[config.mk]
export PLATFORM = sky130hd
export DESIGN_NAME = fan_tach_meter
export DESIGN_NICKNAME = d
export VERILOG_FILES = /design/src/rtl/fan_tach_meter.sv
export SDC_FILE = /design/constraint.sdc
export NUM_CORES = 1
export LEC_CHECK = 0
export ABC_CLOCK_PERIOD_IN_PS = 6700
export BUFFER_PORTS_ARGS = -buffer_cell sky130_fd_sc_hd__buf_4
export CORE_MARGIN = 5
export CORE_UTILIZATION = 57
export CTS_CLUSTER_DIAMETER = 150
export DETAILED_ROUTE_END_ITERATION = 7
export GPL_TIMING_DRIVEN = 0
export PLACE_DENSITY = 0.86
export RECOVER_POWER = 100
export SYNTH_ARGS = -nofsm -noshare
export SYNTH_HDL_FRONTEND = slang
export SYNTH_SLANG_ARGS = --single-unit
[constraint.sdc]
create_clock -name clk -period 6.7 [get_ports clk]
set_input_delay 0 -clock clk [delete_from_list [all_inputs] [get_ports clk]]
set_output_delay 0 -clock clk [all_outputs]
set_load 0.05 [all_outputs]
[src/rtl/fan_tach_meter.sv]
module fan_tach_meter #(
  parameter int NCH     = 16,
  parameter int NPORT   = 8,
  parameter int NTYPE   = 3,
  parameter int CNT_MAX = 20'hFFFFF
) (
  input  logic               clk,
  input  logic               rst_n,
  input  logic [NCH-1:0]     tach_in,
  input  logic [NCH-1:0]     ch_en,
  input  logic [2*NCH-1:0]   src_lo,
  input  logic [NCH-1:0]     src_hi,
  input  logic [2*NPORT-1:0] port_type,
  input  logic [NTYPE-1:0]   type_en,
  input  logic [2*NTYPE-1:0] type_mode,
  input  logic [2*NTYPE-1:0] type_div,
  input  logic               trig_we,
  input  logic [NCH-1:0]     trig_data,
  output logic [31:0]        res_word,
  output logic               busy
);
  localparam int CHW = (NCH > 1) ? $clog2(NCH) : 1;
  localparam int CW  = 20;

  typedef enum logic [1:0] {IDLE, WAIT, MEAS} phase_t;

  logic [NCH-1:0] s1, s2, s3;
  logic           armed, done;
  phase_t         phase;
  logic [CHW-1:0] idx, ch_q;
  logic [1:0]     mode_q, div_q;
  logic [7:0]     dcnt;
  logic [CW-1:0]  cnt, res_cnt;

  always_ff @(posedge clk or negedge rst_n)
    if (!rst_n) begin
      s1 <= '0; s2 <= '0; s3 <= '0;
    end else begin
      s1 <= tach_in; s2 <= s1; s3 <= s2;
    end

  always_comb begin
    idx = '0;
    for (int i = 0; i < NCH; i++)
      if (trig_data[i]) idx = CHW'(i);
  end

  logic [2:0] sel_src;
  logic [1:0] sel_type;
  logic       one_hot, port_ok, type_ok, accept, start_ok, zero_wr;
  assign sel_src  = {src_hi[idx], src_lo[{idx, 1'b0} +: 2]};
  assign port_ok  = 32'(sel_src) < NPORT;
  assign sel_type = port_ok ? port_type[{sel_src, 1'b0} +: 2] : 2'd3;
  assign type_ok  = (32'(sel_type) < NTYPE) && type_en[sel_type];
  assign one_hot  = (trig_data != '0) && ((trig_data & (trig_data - 1'b1)) == '0);
  assign zero_wr  = trig_we && (trig_data == '0);
  assign accept   = trig_we && armed && (trig_data != '0);
  assign start_ok = accept && one_hot && ch_en[idx] && port_ok && type_ok;

  logic cur, prv, hit;
  assign cur = s2[ch_q];
  assign prv = s3[ch_q];
  always_comb
    case (mode_q)
      2'b00:   hit = prv & ~cur;
      2'b01:   hit = cur & ~prv;
      2'b10:   hit = cur ^ prv;
      default: hit = 1'b0;
    endcase

  logic [7:0]    dlim;
  logic          tick, sat;
  logic [CW:0]   cnt_inc;
  assign dlim    = 8'((9'd4 << {div_q, 1'b0}) - 9'd1);
  assign tick    = (dcnt == dlim);
  assign cnt_inc = {1'b0, cnt} + (CW+1)'(tick);
  assign sat     = cnt_inc >= (CW+1)'(CNT_MAX);

  always_ff @(posedge clk or negedge rst_n)
    if (!rst_n) begin
      armed   <= 1'b0;
      done    <= 1'b0;
      phase   <= IDLE;
      ch_q    <= '0;
      mode_q  <= '0;
      div_q   <= '0;
      dcnt    <= '0;
      cnt     <= '0;
      res_cnt <= '0;
    end else begin
      if (zero_wr) armed <= 1'b1;
      if (accept) begin
        armed <= 1'b0;
        done  <= 1'b0;
        dcnt  <= '0;
        cnt   <= '0;
        if (start_ok) begin
          phase  <= WAIT;
          ch_q   <= idx;
          mode_q <= type_mode[{sel_type, 1'b0} +: 2];
          div_q  <= type_div[{sel_type, 1'b0} +: 2];
        end else begin
          phase  <= IDLE;
        end
      end else begin
        case (phase)
          WAIT:
            if (hit) begin
              phase <= MEAS;
              dcnt  <= '0;
              cnt   <= '0;
            end else if (sat) begin
              phase   <= IDLE;
              done    <= 1'b1;
              res_cnt <= CW'(CNT_MAX);
            end else begin
              dcnt <= tick ? '0 : dcnt + 8'd1;
              cnt  <= cnt_inc[CW-1:0];
            end
          MEAS:
            if (hit || sat) begin
              phase   <= IDLE;
              done    <= 1'b1;
              res_cnt <= sat ? CW'(CNT_MAX) : cnt_inc[CW-1:0];
            end else begin
              dcnt <= tick ? '0 : dcnt + 8'd1;
              cnt  <= cnt_inc[CW-1:0];
            end
          default: ;
        endcase
      end
    end

  assign busy     = (phase != IDLE);
  assign res_word = {done, 11'd0, res_cnt};
endmodule

==> results.toml <==
[sta]
clock_skew_ps = 8.14
tightest_slew_ps = 4750
final-hold-violation-count = 0
slew_violations = 109
tns_ps = 0
rsz0062_at_grt = "no"
finalCritPeriodShare = 0.868
period_needed_ps = 5810
slew-limit-headroom = -2.17
max_freq_ghz = 0.172
timing.final.ws_setup_ps = 886
setup_viol = 0

[layout]
final_nets = 899
final_cells = 904
drive_gt1_frac = 0.259
antenna-diode-count = 0
synthToLayoutAreaGrowth_pct = 26.9
final_core_util = 0.735

[clocking]
clockBufferDepth = 2
clk_root_buffer_cell = "clkbuf_8"
insertion_delay_ps = 380
clock-sinks = 108
cts.htree.levels = 3
post_cts_buffers = 0
clkTransAtPathRegs_ps = 100
cts_tree = "yes"
cts_made_buffers = 9

[yosys]
synth_area_leaders = "dfrtp_1 (46%), mux4_2 (7.2%), mux2i_1 (5.1%)"
synth_common_cells = "dfrtp_1 (108), nor2_1 (64), o21ai_0 (37)"
ys_seq_elements = 108
ys_seq_area_frac = 0.456
async_reset_ff_frac = 1.00
synth.top_cell.area_share = 0.456
synth.distinct_cells = 56
synth.avg_cell_area_um2 = 10.4
syn_inst = 572
synth_ff_type = "dfrtp_1"
post-synth-top-count-cell = "dfrtp_1"
synth-edff-count = 0
synth_area_um2 = 5930
yosysTopAreaCell = "dfrtp_1"
ys_warn_count = 0

[worst_setup_path]
end_kind = "flop"
worstSetupStartpointType = "flop"
required_ps = 6970
worstSetupPathType = "flop to flop"
worstPathCellList = "or2_2 -> ha_1 -> xor2_1 -> and4_1 -> ha_1 -> ha_1 -> inv_1 -> nor2_1 -> and3_1 -> clkbuf_1 -> nand3_1 -> xnor2_1 -> and4_1 -> o21ai_0 -> a211oi_1 -> a21o_1 -> clkbuf_1 -> clkbuf_1 -> o21ai_0 -> o41ai_1"
cpPeakStageDelay_ps = 540
arrival_ps = 6080
slowest_stage = "a211oi_1"
cp_max_fo = 10

[run]
max_cap_viol_count = 1

[pwr]
clkPwrFrac = 0.213
sw_frac_of_total = 0.387
peakVddDrop_uv = 208
p_comb_frac = 0.343
switching_power_mw = 0.677
powerDensity_nw_per_um2 = 233
cell_internal_pwr_mw = 1.07
total_power_mw = 1.75
leakagePower_nw = 3.32
seqPwrFrac = 0.445

[routing]
vias = 5155
wire_per_inst_um = 17.6
drc = 0
firstDrtPassIters = 5
highest_layer = "met4"
avgViaCountPerCell = 5.70
drt_iter0_drc = 343
wl_met3_mm = 1.08
wl_met2_mm = 8.10
routed_wl_mm = 15.9
drt.antenna.violating_nets = 0
wl_met1_mm = 6.34

[floorplan]
fp.coreArea_um2 = 10200
start_util = 0.579
rows = 37
die-area_um2 = 12500
die_h_um = 112
die_w_um = 112
io_pins = 163

[placement]
placement.io_buffers = 151
gp_congestion = 0.929
pre_cts_ws_ps = 1020
place_inst = 869
dp_hpwl_mm = 12.2

[status]
outcome = "finished, violations left"
violations = "capacitance limit, slew limit"

[grt]
grt_pass1_vias = 5258
grt_max_degree = 109
grt_pass1_wl_mm = 26.0
antenna_found_initial = 0
track_usage = 0.258
grt-ovfl-total = 0

[min_path]
hp-class = "input port to flop"
==> final timing paths <==
path / from / to / slack [ps] / depth (start not counted)
setup reg to reg: div_q[1] / cnt[16] / 890 / 20
hold / removal: type_mode[2] / mode_q[0] / 60 / 4
max in group asynchronous: rst_n / res_cnt[6] / 1940 / 2
hold reg to reg: s1[15] / s2[15] / 360 / 0
min in group asynchronous: rst_n / s1[0] / 2110 / 2
setup / recovery: div_q[1] / cnt[16] / 890 / 20
==> cell type report <==
class                           count  area, um^2
Timing Repair Buffer              170        1240
Clock inverter                      5        43.8
Sequential cell                   108        2700
Buffer                             39         208
Tap cell                          136         170
Inverter                           24        90.1
Clock buffer                       11         141
Multi-Input combinational cell    411        2930
Fill cell                         755        2710
==> repair_timing <==
action | 4_1_cts | 5_1_grt
endpoints found under the hold margin | 126 | 0
hold buffers | 19 | 0
resized for setup | 0 | 0
==> per-layer routing <==
metal	vias to the layer above	GRT usage
met1	2477	0.322
met4	0	0.0929
met3	32	0.0511
met2	214	0.449
li1	2432	-
met5	-	0
==> power groups by stage <==
stage	registers (mW)	logic [mW]	clock network, mW
final	0.778	0.600	0.372
after global routing	0.791	0.647	0.407
after CTS	0.779	0.654	0.380
after detailed placement	0.792	0.644	0
after global placement	0.786	0.630	0
after floorplan	0.962	0.237	0
==> flip-flops by register name (all words and copies together) (netlist names) <==
register,flops
dcnt,8
armed,1
ch_q,4
s2,16
s1,16
phase,2
cnt,20
res_cnt,20
s3,16
done,1
div_q,2
mode_q,2
==> critical path: cells and delay by family (launching register included) <==
family | cells | cell delay (ps)
AOI/OAI and AO/OA | 5 | 1180
xor gates and xnor gates | 2 | 440
adders and majority gates | 3 | 790
buffers and inverters | 4 | 1240
DFF | 1 | 440
and+or+nand+nor | 6 | 1610
==> cell families after synthesis <==
group | share of synthesized area
and+or+nand+nor | 0.151
AOI/OAI and AO/OA | 0.143
buffers and inverters | 0.0504
muxes | 0.152
other | 0.000633
DFF | 0.456
xor gates and xnor gates | 0.0295
adders and majority gates | 0.0177
==> metrics by stage <==
step	instance area (um^2)	hold slack, ps
finish	7520	58.0
global route	7520	49.0
CTS	7640	53.9
detailed placement	7270	110
global placement	7270	109
floorplan	5970	-296
==> cells in the final DEF (no fill, tap or decap), drive strengths merged, types with 26 or more instances in the layout <==
cell    Yosys  routed
mux2i      31      31
inv        24      26
o21ai      41      41
buf        17     125
clkbuf     22      75
nand2      34      34
dfrtp     108     108
nor2       64      64
No activity file was read; power rests on OpenSTA's default activity.
